## config.mk

```make
export PLATFORM = sky130hd
export DESIGN_NAME = flash_cmd_ctrl
export DESIGN_NICKNAME = d
export VERILOG_FILES = /design/src/rtl/flash_cmd_pkg.sv /design/src/rtl/flash_bus_strobe.sv /design/src/rtl/flash_op_timer.sv /design/src/rtl/flash_cmd_ctrl.sv
export SDC_FILE = /design/constraint.sdc
export NUM_CORES = 1
export LEC_CHECK = 0
export BUFFER_PORTS_ARGS = -buffer_cell sky130_fd_sc_hd__buf_2
export CAP_MARGIN = 20
export CORE_ASPECT_RATIO = 0.7
export CORE_MARGIN = 2
export CORE_UTILIZATION = 54
export CTS_CLUSTER_DIAMETER = 120
export DETAILED_ROUTE_END_ITERATION = 10
export GPL_TIMING_DRIVEN = 0
export PLACE_DENSITY = 0.83
export SYNTH_ARGS = -nofsm -noshare
export SYNTH_HDL_FRONTEND = slang
export SYNTH_SLANG_ARGS = --single-unit
export TNS_END_PERCENT = 30
```

## constraint.sdc

```tcl
create_clock -name clk -period 4 [get_ports clk]
set_input_delay 0.4 -clock clk [delete_from_list [all_inputs] [get_ports clk]]
set_output_delay 0.4 -clock clk [all_outputs]
set_load 0.01 [all_outputs]
```

## src/rtl/flash_cmd_pkg.sv

```systemverilog
package flash_cmd_pkg;

  typedef enum logic [3:0] {
    S_IDLE, S_UNL1, S_UNL2, S_ERA1, S_ERA2, S_ERA3,
    S_PGM_DATA, S_PGM_RUN, S_ERA_RUN, S_AUTO, S_BYP_EXIT
  } fsm_state_t;

  typedef enum logic [1:0] {B_READ, B_BYP, B_SUSP} base_mode_t;

  localparam logic [10:0] ADR_UNL_A   = 11'h555;
  localparam logic [10:0] ADR_UNL_B   = 11'h2AA;
  localparam logic [7:0]  CMD_UNL_A   = 8'hAA;
  localparam logic [7:0]  CMD_UNL_B   = 8'h55;
  localparam logic [7:0]  CMD_PROG    = 8'hA0;
  localparam logic [7:0]  CMD_ERSETUP = 8'h80;
  localparam logic [7:0]  CMD_ERSECT  = 8'h30;
  localparam logic [7:0]  CMD_RESUME  = 8'h30;
  localparam logic [7:0]  CMD_AUTOSEL = 8'h90;
  localparam logic [7:0]  CMD_BYPASS  = 8'h20;
  localparam logic [7:0]  CMD_SUSPEND = 8'hB0;
  localparam logic [7:0]  CMD_RESET   = 8'hF0;
  localparam logic [7:0]  CMD_BYPEXIT = 8'h00;

endpackage

```

## src/rtl/flash_bus_strobe.sv

```systemverilog
module flash_bus_strobe #(
  parameter int ADDR_W = 20,
  parameter int DATA_W = 16
) (
  input  logic              clk,
  input  logic              rst_n,
  input  logic              ce_n,
  input  logic              we_n,
  input  logic              oe_n,
  input  logic [ADDR_W-1:0] addr,
  input  logic [DATA_W-1:0] wdata,
  output logic              wr_evt,
  output logic [ADDR_W-1:0] wr_addr,
  output logic [DATA_W-1:0] wr_data,
  output logic              rd_act
);
  logic act, act_q;

  // a write cycle is live while both strobes are low
  assign act    = ~ce_n & ~we_n;
  assign rd_act = ~ce_n & ~oe_n & we_n;
  // the first strobe to rise ends the cycle
  assign wr_evt = act_q & ~act;

  always_ff @(posedge clk or negedge rst_n) begin
    if (!rst_n) act_q <= 1'b0;
    else        act_q <= act;
  end

  always_ff @(posedge clk or negedge rst_n) begin
    if (!rst_n) begin
      wr_addr <= '0;
      wr_data <= '0;
    end else if (act) begin
      wr_addr <= addr;
      wr_data <= wdata;
    end
  end


  single_evt_chk: assert property (@(posedge clk) disable iff (!rst_n)
    wr_evt |=> !wr_evt);

endmodule

```

## src/rtl/flash_op_timer.sv

```systemverilog
module flash_op_timer #(
  parameter int CNT_W = 8
) (
  input  logic             clk,
  input  logic             rst_n,
  input  logic             start,
  input  logic [CNT_W-1:0] len,
  input  logic             hold,
  output logic             run,
  output logic             done
);
  logic [CNT_W-1:0] cnt_q, cnt_d;
  logic             run_d;

  assign run  = run_q_w;
  logic run_q_w;
  assign done = run_q_w & ~hold & (cnt_q == CNT_W'(1));

  always_comb begin
    cnt_d = cnt_q;
    run_d = run_q_w;
    if (start) begin
      cnt_d = len;
      run_d = 1'b1;
    end else if (run_q_w && !hold) begin
      if (done) run_d = 1'b0;
      else      cnt_d = cnt_q - CNT_W'(1);
    end
  end

  always_ff @(posedge clk or negedge rst_n) begin
    if (!rst_n) begin
      cnt_q   <= '0;
      run_q_w <= 1'b0;
    end else begin
      cnt_q   <= cnt_d;
      run_q_w <= run_d;
    end
  end


  load_len_chk: assert property (@(posedge clk) disable iff (!rst_n)
    $rose(run_q_w) |-> cnt_q == $past(len));


  hold_freeze_chk: assert property (@(posedge clk) disable iff (!rst_n)
    (run_q_w && hold && !start) |=> $stable(cnt_q));


  stop_after_done_chk: assert property (@(posedge clk) disable iff (!rst_n)
    (done && !start) |=> !run_q_w);

endmodule

```

## src/rtl/flash_cmd_ctrl.sv

```systemverilog
module flash_cmd_ctrl
  import flash_cmd_pkg::*;
#(
  parameter int ADDR_W    = 20,
  parameter int DATA_W    = 16,
  parameter int SECT_LSB  = 12,
  parameter int PROG_CYC  = 8,
  parameter int ERASE_CYC = 64,
  parameter logic [DATA_W-1:0] MFR_CODE = 16'h004A,
  parameter logic [DATA_W-1:0] DEV_CODE = 16'h22C4,
  parameter logic [(1<<(ADDR_W-SECT_LSB))-1:0] PROT_MASK = '0
) (
  input  logic                       clk,
  input  logic                       rst_n,
  input  logic                       ce_n,
  input  logic                       we_n,
  input  logic                       oe_n,
  input  logic [ADDR_W-1:0]          addr,
  input  logic [DATA_W-1:0]          wdata,
  input  logic [DATA_W-1:0]          arr_rdata,
  output logic [DATA_W-1:0]          rdata,
  output logic                       busy,
  output logic                       mem_we,
  output logic [ADDR_W-1:0]          mem_waddr,
  output logic [DATA_W-1:0]          mem_wdata,
  output logic                       ers_req,
  output logic [ADDR_W-SECT_LSB-1:0] ers_sector
);
  localparam int SECT_W = ADDR_W - SECT_LSB;
  localparam int MAXC   = (PROG_CYC > ERASE_CYC) ? PROG_CYC : ERASE_CYC;
  localparam int CNT_W  = $clog2(MAXC + 1);

  // asynchronous assert, synchronous release
  logic [1:0] rst_pipe;
  logic       rst_s;
  always_ff @(posedge clk or negedge rst_n) begin
    if (!rst_n) rst_pipe <= '0;
    else        rst_pipe <= {rst_pipe[0], 1'b1};
  end
  assign rst_s = rst_pipe[1];

  logic              wr_evt, rd_act;
  logic [ADDR_W-1:0] wr_addr;
  logic [DATA_W-1:0] wr_data;

  flash_bus_strobe #(.ADDR_W(ADDR_W), .DATA_W(DATA_W)) u_bus (
    .clk(clk), .rst_n(rst_s), .ce_n(ce_n), .we_n(we_n), .oe_n(oe_n),
    .addr(addr), .wdata(wdata), .wr_evt(wr_evt), .wr_addr(wr_addr),
    .wr_data(wr_data), .rd_act(rd_act));

  fsm_state_t        state_q, state_d;
  base_mode_t        base_q, base_d;
  logic [ADDR_W-1:0] pa_q, pa_d;
  logic [DATA_W-1:0] pd_q, pd_d;
  logic [SECT_W-1:0] es_q, es_d;
  logic              prog_go, era_go, prog_done, era_done, prog_run, era_run;

  flash_op_timer #(.CNT_W(CNT_W)) u_prog_tmr (
    .clk(clk), .rst_n(rst_s), .start(prog_go), .len(CNT_W'(PROG_CYC)),
    .hold(1'b0), .run(prog_run), .done(prog_done));

  flash_op_timer #(.CNT_W(CNT_W)) u_era_tmr (
    .clk(clk), .rst_n(rst_s), .start(era_go), .len(CNT_W'(ERASE_CYC)),
    .hold(state_q != S_ERA_RUN), .run(era_run), .done(era_done));

  logic [7:0]        cmd;
  logic [10:0]       cadr;
  logic [SECT_W-1:0] wr_sect, rd_sect;
  logic              unl_a, unl_b, prot_wr;

  assign cmd     = wr_data[7:0];
  assign cadr    = wr_addr[10:0];
  assign wr_sect = wr_addr[ADDR_W-1:SECT_LSB];
  assign rd_sect = addr[ADDR_W-1:SECT_LSB];
  assign unl_a   = (cmd == CMD_UNL_A) && (cadr == ADR_UNL_A);
  assign unl_b   = (cmd == CMD_UNL_B) && (cadr == ADR_UNL_B);
  assign prot_wr = PROT_MASK[wr_sect];

  always_comb begin
    state_d = state_q;
    base_d  = base_q;
    pa_d    = pa_q;
    pd_d    = pd_q;
    es_d    = es_q;
    prog_go = 1'b0;
    era_go  = 1'b0;
    mem_we  = 1'b0;
    ers_req = 1'b0;
    case (state_q)
      S_PGM_RUN: if (prog_done) begin
        mem_we  = 1'b1;
        state_d = S_IDLE;
      end
      S_ERA_RUN: if (era_done) begin
        ers_req = 1'b1;
        state_d = S_IDLE;
        base_d  = B_READ;
      end else if (wr_evt && cmd == CMD_SUSPEND) begin
        state_d = S_IDLE;
        base_d  = B_SUSP;
      end
      S_PGM_DATA: if (wr_evt) begin
        pa_d = wr_addr;
        pd_d = wr_data;
        if (prot_wr || (base_q == B_SUSP && wr_sect == es_q)) begin
          state_d = S_IDLE;
        end else begin
          state_d = S_PGM_RUN;
          prog_go = 1'b1;
        end
      end
      default: if (wr_evt) begin
        if (cmd == CMD_RESET) begin
          state_d = S_IDLE;
          if (base_q == B_BYP) base_d = B_READ;
        end else begin
          case (state_q)
            S_IDLE: case (base_q)
              B_BYP: begin
                if (cmd == CMD_PROG)         state_d = S_PGM_DATA;
                else if (cmd == CMD_AUTOSEL) state_d = S_BYP_EXIT;
              end
              B_SUSP: begin
                if (cmd == CMD_RESUME) begin
                  state_d = S_ERA_RUN;
                  base_d  = B_READ;
                end else if (unl_a) state_d = S_UNL1;
              end
              default: if (unl_a) state_d = S_UNL1;
            endcase
            S_UNL1: state_d = unl_b ? S_UNL2 : S_IDLE;
            S_UNL2: begin
              state_d = S_IDLE;
              if (cmd == CMD_PROG)         state_d = S_PGM_DATA;
              else if (cmd == CMD_AUTOSEL) state_d = S_AUTO;
              else if (base_q == B_READ && cmd == CMD_ERSETUP) state_d = S_ERA1;
              else if (base_q == B_READ && cmd == CMD_BYPASS)  base_d  = B_BYP;
            end
            S_ERA1: state_d = unl_a ? S_ERA2 : S_IDLE;
            S_ERA2: state_d = unl_b ? S_ERA3 : S_IDLE;
            S_ERA3: begin
              state_d = S_IDLE;
              if (cmd == CMD_ERSECT && !prot_wr) begin
                es_d    = wr_sect;
                state_d = S_ERA_RUN;
                era_go  = 1'b1;
              end
            end
            S_BYP_EXIT: begin
              state_d = S_IDLE;
              if (cmd == CMD_BYPEXIT) base_d = B_READ;
            end
            default: state_d = state_q;
          endcase
        end
      end
    endcase
  end

  always_ff @(posedge clk or negedge rst_s) begin
    if (!rst_s) begin
      state_q <= S_IDLE;
      base_q  <= B_READ;
      pa_q    <= '0;
      pd_q    <= '0;
      es_q    <= '0;
    end else begin
      state_q <= state_d;
      base_q  <= base_d;
      if (prog_go || state_q == S_PGM_DATA) begin
        pa_q <= pa_d;
        pd_q <= pd_d;
      end
      if (era_go) es_q <= es_d;
    end
  end

  assign busy       = (state_q == S_PGM_RUN) || (state_q == S_ERA_RUN);
  assign mem_waddr  = pa_q;
  assign mem_wdata  = pd_q;
  assign ers_sector = es_q;

  always_comb begin
    rdata = '0;
    if (rd_act) begin
      if (state_q == S_PGM_RUN) begin
        rdata[7] = ~pd_q[7];
      end else if (state_q == S_ERA_RUN) begin
        rdata = '0;
      end else if (state_q == S_AUTO) begin
        case (addr[7:0])
          8'h00:   rdata = MFR_CODE;
          8'h01:   rdata = DEV_CODE;
          8'h02:   rdata = DATA_W'(PROT_MASK[rd_sect]);
          default: rdata = '0;
        endcase
      end else if (base_q == B_SUSP && rd_sect == es_q) begin
        rdata[7] = 1'b1;
      end else begin
        rdata = arr_rdata;
      end
    end
  end


  we_ends_busy_chk: assert property (@(posedge clk) disable iff (!rst_s)
    mem_we |=> !busy);


  no_prot_write_chk: assert property (@(posedge clk) disable iff (!rst_s)
    mem_we |-> !PROT_MASK[mem_waddr[ADDR_W-1:SECT_LSB]]);


  susp_not_running_chk: assert property (@(posedge clk) disable iff (!rst_s)
    (base_q == B_SUSP) |-> (state_q != S_ERA_RUN && !ers_req));


  susp_other_sect_chk: assert property (@(posedge clk) disable iff (!rst_s)
    (mem_we && base_q == B_SUSP) |-> (mem_waddr[ADDR_W-1:SECT_LSB] != es_q));


  byp_exit_in_byp_chk: assert property (@(posedge clk) disable iff (!rst_s)
    (state_q == S_BYP_EXIT) |-> (base_q == B_BYP));


  erase_req_timer_chk: assert property (@(posedge clk) disable iff (!rst_s)
    ers_req |-> era_run);


  prog_req_timer_chk: assert property (@(posedge clk) disable iff (!rst_s)
    mem_we |-> prog_run);

endmodule

```

==> impl_metrics.json, run 1 <==
{
  "n_antenna_cell": 0,
  "gp_congestion": 0.906,
  "vias_per_cell": 5.58,
  "yosys.area_share.simple_pct": 15.8,
  "async_flop_share_pct": 100,
  "synth_xor_area_share_pct": 4.78,
  "drc_errors": 0,
  "synth_edf_count": 0,
  "cp.arrival_ns": 2.63,
  "worst-setup-path-type": "register to primary output",
  "dpl_worst_slack_ns": 1.18,
  "fin_cells": 706,
  "min_period_ns": 3.03,
  "grt_pass1_wl_mm": 19.5,
  "yosysUniqueCellTypes": 51,
  "maxCapViolCount": 0,
  "num_vias": 3940,
  "firstDrtPassIters": 5,
  "dp_hpwl_mm": 9.02,
  "clock_skew_ns": 0.0123,
  "clkLatencyLatePin_ns": 0.35,
  "slowest_stage": "clkbuf_1",
  "fill_cells": 714,
  "drtAntennaViolNets": 0,
  "finalCritPeriodShare_pct": 75.8,
  "grt_pass1_vias": 3936,
  "slew-limit-headroom_pct": 49.0,
  "ctsResizeCount": 0,
  "synthMuxAreaShare_pct": 17.6,
  "ys_warn_count": 0,
  "finalSetupViolations": 0,
  "ys_ff_latch": 105,
  "cts_root_buf": "clkbuf_16",
  "grt_setup_unrepaired": "false",
  "placed_cells": 689,
  "core_area_sq_um": 9140,
  "worstMarginPinSlew_ns": 0.758,
  "post_dp_cell_area_sq_um": 5910,
  "synth-compound-area-share_pct": 6.59,
  "hold_viol_final": 0,
  "cts_sinks": 105,
  "cp.required_ns": 3.60,
  "leakage_nw": 2.94,
  "final_nets": 641,
  "stdcell_area_sq_um": 6250,
  "r2r-start": "state_q[1]",
  "numCtsBuffers": 9,
  "die_y_um": 85.5,
  "ir_worst_vdd_v": 0.000367,
  "cts_tree": "done",
  "wl_per_cell_um": 16.9,
  "htreeDepth": 3,
  "io_pins": 120,
  "slew_violations": 0,
  "fp.dieW_um": 120,
  "grt_usage_pct": 24.2,
  "antenna_found_initial": 0,
  "die-area_sq_um": 10300,
  "outcome": "finished clean",
  "grt_max_degree": 58,
  "hp-start": "wdata[4]",
  "synth_fp_nets": 509,
  "postSynthCellCount": 445,
  "power_density_nw_per_um2": 593,
  "clk_pin_slew_ns": 0.08,
  "cts.path.max_buffers": 2,
  "port_buffers": 119,
  "syn_avg_cell_area_sq_um": 11.5,
  "ys_seq_area_share_pct": 51.2,
  "final_cell_mix": "123 x buf_2, 104 x dfrtp_1, 79 x mux2_2",
  "grt.overflow.total": 0,
  "crit_start": "state_q[1]",
  "crit_path_max_incr_delay_ns": 0.41,
  "drt-total-wl_mm": 11.9,
  "synth_top_family_by_area": "multiplexers",
  "synth-main-ff-cell": "dfrtp_1",
  "area_delta_synth_final_pct": 21.8,
  "finalSetupTns_ns": 0,
  "initial_utilization_pct": 56.1,
  "final_layout_size_suffix_gt1_share_pct": 39.3,
  "worstHoldPathType": "primary input to register",
  "worstPathCellList": "clkbuf_1 -> clkbuf_1 -> nor2_1 -> nand3_1 -> and2_1 -> nor2b_1 -> and2_1 -> buf_2",
  "fmax_ghz": 0.330,
  "cp_max_fo": 10,
  "num_rows": 29,
  "drt_iter0_drc": 207,
  "fin_ws_ns": 0.966,
  "mappedNetlistArea_sq_um": 5130,
  "synth-adder-area-share_pct": 1.71,
  "layout_commonest_cell": "buf_2",
  "startpoint_type": "register",
  "endpoint_kind": "primary output"
}
## report_power, final
group / switching (mW) / internal, mW
clock network: 0.406 / 0.558
registers: 0.216 / 1.34
logic: 0.628 / 0.558
total: 1.25 / 2.45
## through the flow
stage	util (%)	hold WS, ns	power (mW)
after floorplan	-	0.104	2.34
after global placement	64.3	0.185	2.70
after detailed placement	64.6	0.189	2.75
after CTS	68.3	0.273	3.72
after global routing	68.3	0.281	3.93
final	68.3	0.274	3.70
## cell usage after synthesis, drive strengths merged (4+ instances only)
cell type  instances  area, sq um
dfrtp            105         2630
mux2              80          901
nor2              26         97.6
nand2             20         75.1
xnor2             17          149
a21oi             15         75.1
nor3              15         80.1
o21ai             15         75.1
clkbuf            13         48.8
and2              11         68.8
xor2              11         96.3
inv               10         37.5
nor2b              9         56.3
nor4               9         62.6
nand4              8         50.1
buf                7         31.3
ha                 7         87.6
nand2b             6         37.5
nand3              6         30.0
o31ai              5         37.5
nor4b              4         35.0
or3b               4         35.0
or4                4         30.0
or4b               4         40.0
## state kept, by name (all words and copies together) (netlist names)
| name | cells |
|---|---|
| u_prog_tmr.run | 1 |
| u_bus.act_q | 1 |
| u_prog_tmr.cnt_q | 7 |
| mem_wdata | 16 |
| u_era_tmr.cnt_q | 7 |
| u_bus.wr_addr | 20 |
| rst_pipe | 2 |
| u_bus.wr_data | 16 |
| state_q | 4 |
| mem_waddr | 20 |
| base_q | 2 |
| u_era_tmr.run | 1 |
| ers_sector | 8 |
## layout make-up
cell class	instances	area, sq um	share of cell area, %
plain buffers	20	80.1	1.28
clock buffers	10	229	3.66
clock inverters	6	98.8	1.58
inverters	10	37.5	0.601
multi-input cells	310	2380	38.1
flip-flops and latches	105	2630	42.1
well taps	124	155	2.48
repair buffers	121	633	10.1
## what timing repair did
| item | in CTS | in global routing |
|---|---|---|
| endpoints found under the hold margin | 2 | 0 |
| hold buffers | 1 | 0 |
| setup buffers | 0 | 0 |
## layer usage
| layer | GRT usage (%) | wire [um] | vias up |
|---|---|---|---|
| met3 | 6.98 | 1040 | 8 |
| met1 | 35.0 | 5500 | 1913 |
| met5 | 0 | 0 | - |
| li1 | - | - | 1865 |
| met4 | 5.50 | 97 | 0 |
| met2 | 36.6 | 5260 | 154 |
## cells by family (layout without fill, tap and decap cells)
logic type	after synthesis	after routing
buffers and inverters	30	167
XOR/XNOR	28	28
multiplexers	80	80
AO/OA/AOI/OAI	53	53
adder cells (fa/ha/maj)	7	7
other	1	1
AND/OR/NAND/NOR	141	141
flip-flops	105	105
## path summary, 6_finish.rpt
kind	end	slack, ns	depth (start not counted)
setup / recovery	rdata[12]	0.97	8
max in group asynchronous	u_bus.wr_data[0]	2.90	1
min in group asynchronous	rst_pipe[0]	0.36	2
hold reg to reg	rst_pipe[1]	0.36	0
hold / removal	u_bus.wr_data[4]	0.27	3
setup reg to reg	mem_wdata[9]	1.09	7
## worst max-delay path: cells and delay by family (launching register included)
family / cells / cell delay, ns
buf+inv: 3 / 0.80
flops: 1 / 0.33
simple gates: 5 / 1.15
Note: power is estimated with default switching activity, not from simulation.
==> inputs of run 2 (changes only) <==
Clock period 4 ns to 2.8 ns, I/O delays scaled along.
==> impl_metrics.json, run 2 (synthesized netlist as in run 1, its figures left out) <==
{
  "hp-start": "wdata[4]",
  "finalSetupViolations": 0,
  "clock_skew_ns": 0.0110,
  "drc_errors": 0,
  "fin_ws_ns": 0.137,
  "multi_input_area_sq_um": 2390,
  "seq_area_sq_um": 2630,
  "endpoint_kind": "primary output",
  "fp.dieW_um": 120,
  "die-area_sq_um": 10300,
  "maxCapViolCount": 0,
  "core_area_sq_um": 9140,
  "drtAntennaViolNets": 0,
  "power.switching_mw": 1.79,
  "grt_pass1_vias": 3942,
  "cts.path.max_buffers": 2,
  "stdcell_area_sq_um": 6230,
  "cp.required_ns": 2.52,
  "grt_pass1_wl_mm": 19.7,
  "leakage_nw": 2.94,
  "p_int_mw": 3.36,
  "seq_power_share_pct": 43.4,
  "min_period_ns": 2.66,
  "num_rows": 29,
  "io_pins": 120,
  "ir_worst_vdd_v": 0.000575,
  "hold_viol_final": 0,
  "clock_power_share_pct": 23.7,
  "die_y_um": 85.5,
  "worstMarginPinSlew_ns": 0.846,
  "vias_per_cell": 5.63,
  "drt-total-wl_mm": 12.3,
  "r2r-start": "u_bus.wr_data[1]",
  "htreeDepth": 3,
  "cts_sinks": 105,
  "antenna_found_initial": 0,
  "initial_utilization_pct": 56.1,
  "final_nets": 642,
  "post_dp_cell_area_sq_um": 5910,
  "fill_cells": 726,
  "placed_cells": 689,
  "power_density_nw_per_um2": 827,
  "finalSetupTns_ns": 0,
  "crit_path_max_incr_delay_ns": 0.46,
  "cp_num_buf_inv": 2,
  "final_cell_mix": "123 x buf_2, 104 x dfrtp_1, 79 x mux2_2",
  "dpl_worst_slack_ns": -0.0408,
  "worstHoldPathType": "primary input to register",
  "grt.overflow.total": 0,
  "slew_violations": 0,
  "crit_start": "ers_sector[7]",
  "grt_max_degree": 64,
  "cp.arrival_ns": 2.38,
  "area_delta_synth_final_pct": 21.4,
  "switching_share_pct": 34.8,
  "port_buffers": 119,
  "clkLatencyLatePin_ns": 0.35,
  "drt_iter0_drc": 197,
  "gp_congestion": 0.949,
  "finalPower_mw": 5.15,
  "startpoint_type": "register",
  "wl_per_cell_um": 17.4,
  "dp_hpwl_mm": 9.36,
  "cts_root_buf": "clkbuf_16",
  "worstPathCellList": "xor2_1 -> nor4_1 -> nand4_1 -> buf_4 -> and2_1 -> nor2b_2 -> and2_1 -> buf_2",
  "grt_usage_pct": 24.8,
  "worst-setup-path-type": "register to primary output",
  "fin_cells": 707,
  "grt_setup_unrepaired": "false",
  "numCtsBuffers": 9,
  "slew-limit-headroom_pct": 43.1,
  "final_layout_size_suffix_gt1_share_pct": 40.3,
  "n_antenna_cell": 0,
  "slowest_stage": "dfrtp_1",
  "layout_commonest_cell": "buf_2",
  "cp_max_fo": 9,
  "clk_pin_slew_ns": 0.07,
  "num_vias": 3982,
  "outcome": "finished clean",
  "finalCritPeriodShare_pct": 95.1,
  "cts_tree": "done",
  "path_common_cell": "and2_1",
  "firstDrtPassIters": 4,
  "fmax_ghz": 0.375,
  "p_comb_share_pct": 32.9,
  "cp_top_family": "simple AND/OR/NAND/NOR gates"
}
## run 2: cell count changes in the layout (fill, tap and decap cells not counted), moves of 2 or more
| cell | delta |
|---|---|
| clkbuf_2 | +2 |
| buf_4 | +2 |
| inv_8 | +2 |
| bufinv_16 | -2 |
| clkbuf_1 | -3 |
## run 2: power by group through the flow
stage          Clock, mW  Combinational, mW  Sequential [mW]
6_report            1.22               1.70             2.23
2_1_floorplan          0               1.06             2.28
3_5_place_dp           0               1.69             2.24
4_1_cts             1.25               1.71             2.22
5_1_grt             1.31               1.86             2.29
3_3_place_gp           0               1.63             2.22
## run 2: layout make-up
cell class / instances / area share, %
plain buffers: 19 / 1.27
clock buffers: 11 / 3.90
clock inverters: 5 / 0.723
inverters: 10 / 0.603
multi-input cells: 310 / 38.4
flip-flops and latches: 105 / 42.3
well taps: 124 / 2.49
repair buffers: 123 / 10.4
## run 2: through the flow
stage / hold WS [ns] / util [%]
after floorplan: -0.0156 / -
after global placement: 0.0656 / 64.3
after detailed placement: 0.0695 / 64.6
after CTS: 0.136 / 67.9
after global routing: 0.152 / 68.1
final: 0.147 / 68.1
## run 2: path summary, 6_finish.rpt
kind	to	slack (ns)	cells after the start
max in group asynchronous	mem_wdata[7]	1.75	1
min in group asynchronous	rst_pipe[1]	0.24	2
max reg2reg	state_q[1]	0.29	7
min	u_bus.wr_data[4]	0.15	3
max	rdata[0]	0.14	8
min reg2reg	mem_waddr[12]	0.34	0
## run 2: metal layers
metal | share of wire (%) | vias up | global-route usage (%)
li1 | - | 1859 | -
met1 | 46 | 1955 | 33.9
met2 | 45 | 160 | 39.3
met3 | 8.3 | 8 | 7.58
met4 | 0.85 | 0 | 5.92
met5 | 0 | - | 0
## run 2: timing repair
| item | 4_1_cts | 5_1_grt |
|---|---|---|
| pin swaps | 0 | 1 |
| buffers inserted | 0 | 2 |
| hold buffers | 1 | 0 |
| endpoints found under the hold margin | 2 | 0 |
| setup endpoints to repair | 20 | 39 |
| gates resized for setup | 1 | 4 |
## run 2: tightest hold or removal path, cell delays in order
cell and delay [ns]:
buf_2 0.08, nand2_1 0.04, o21ai_0 0.06
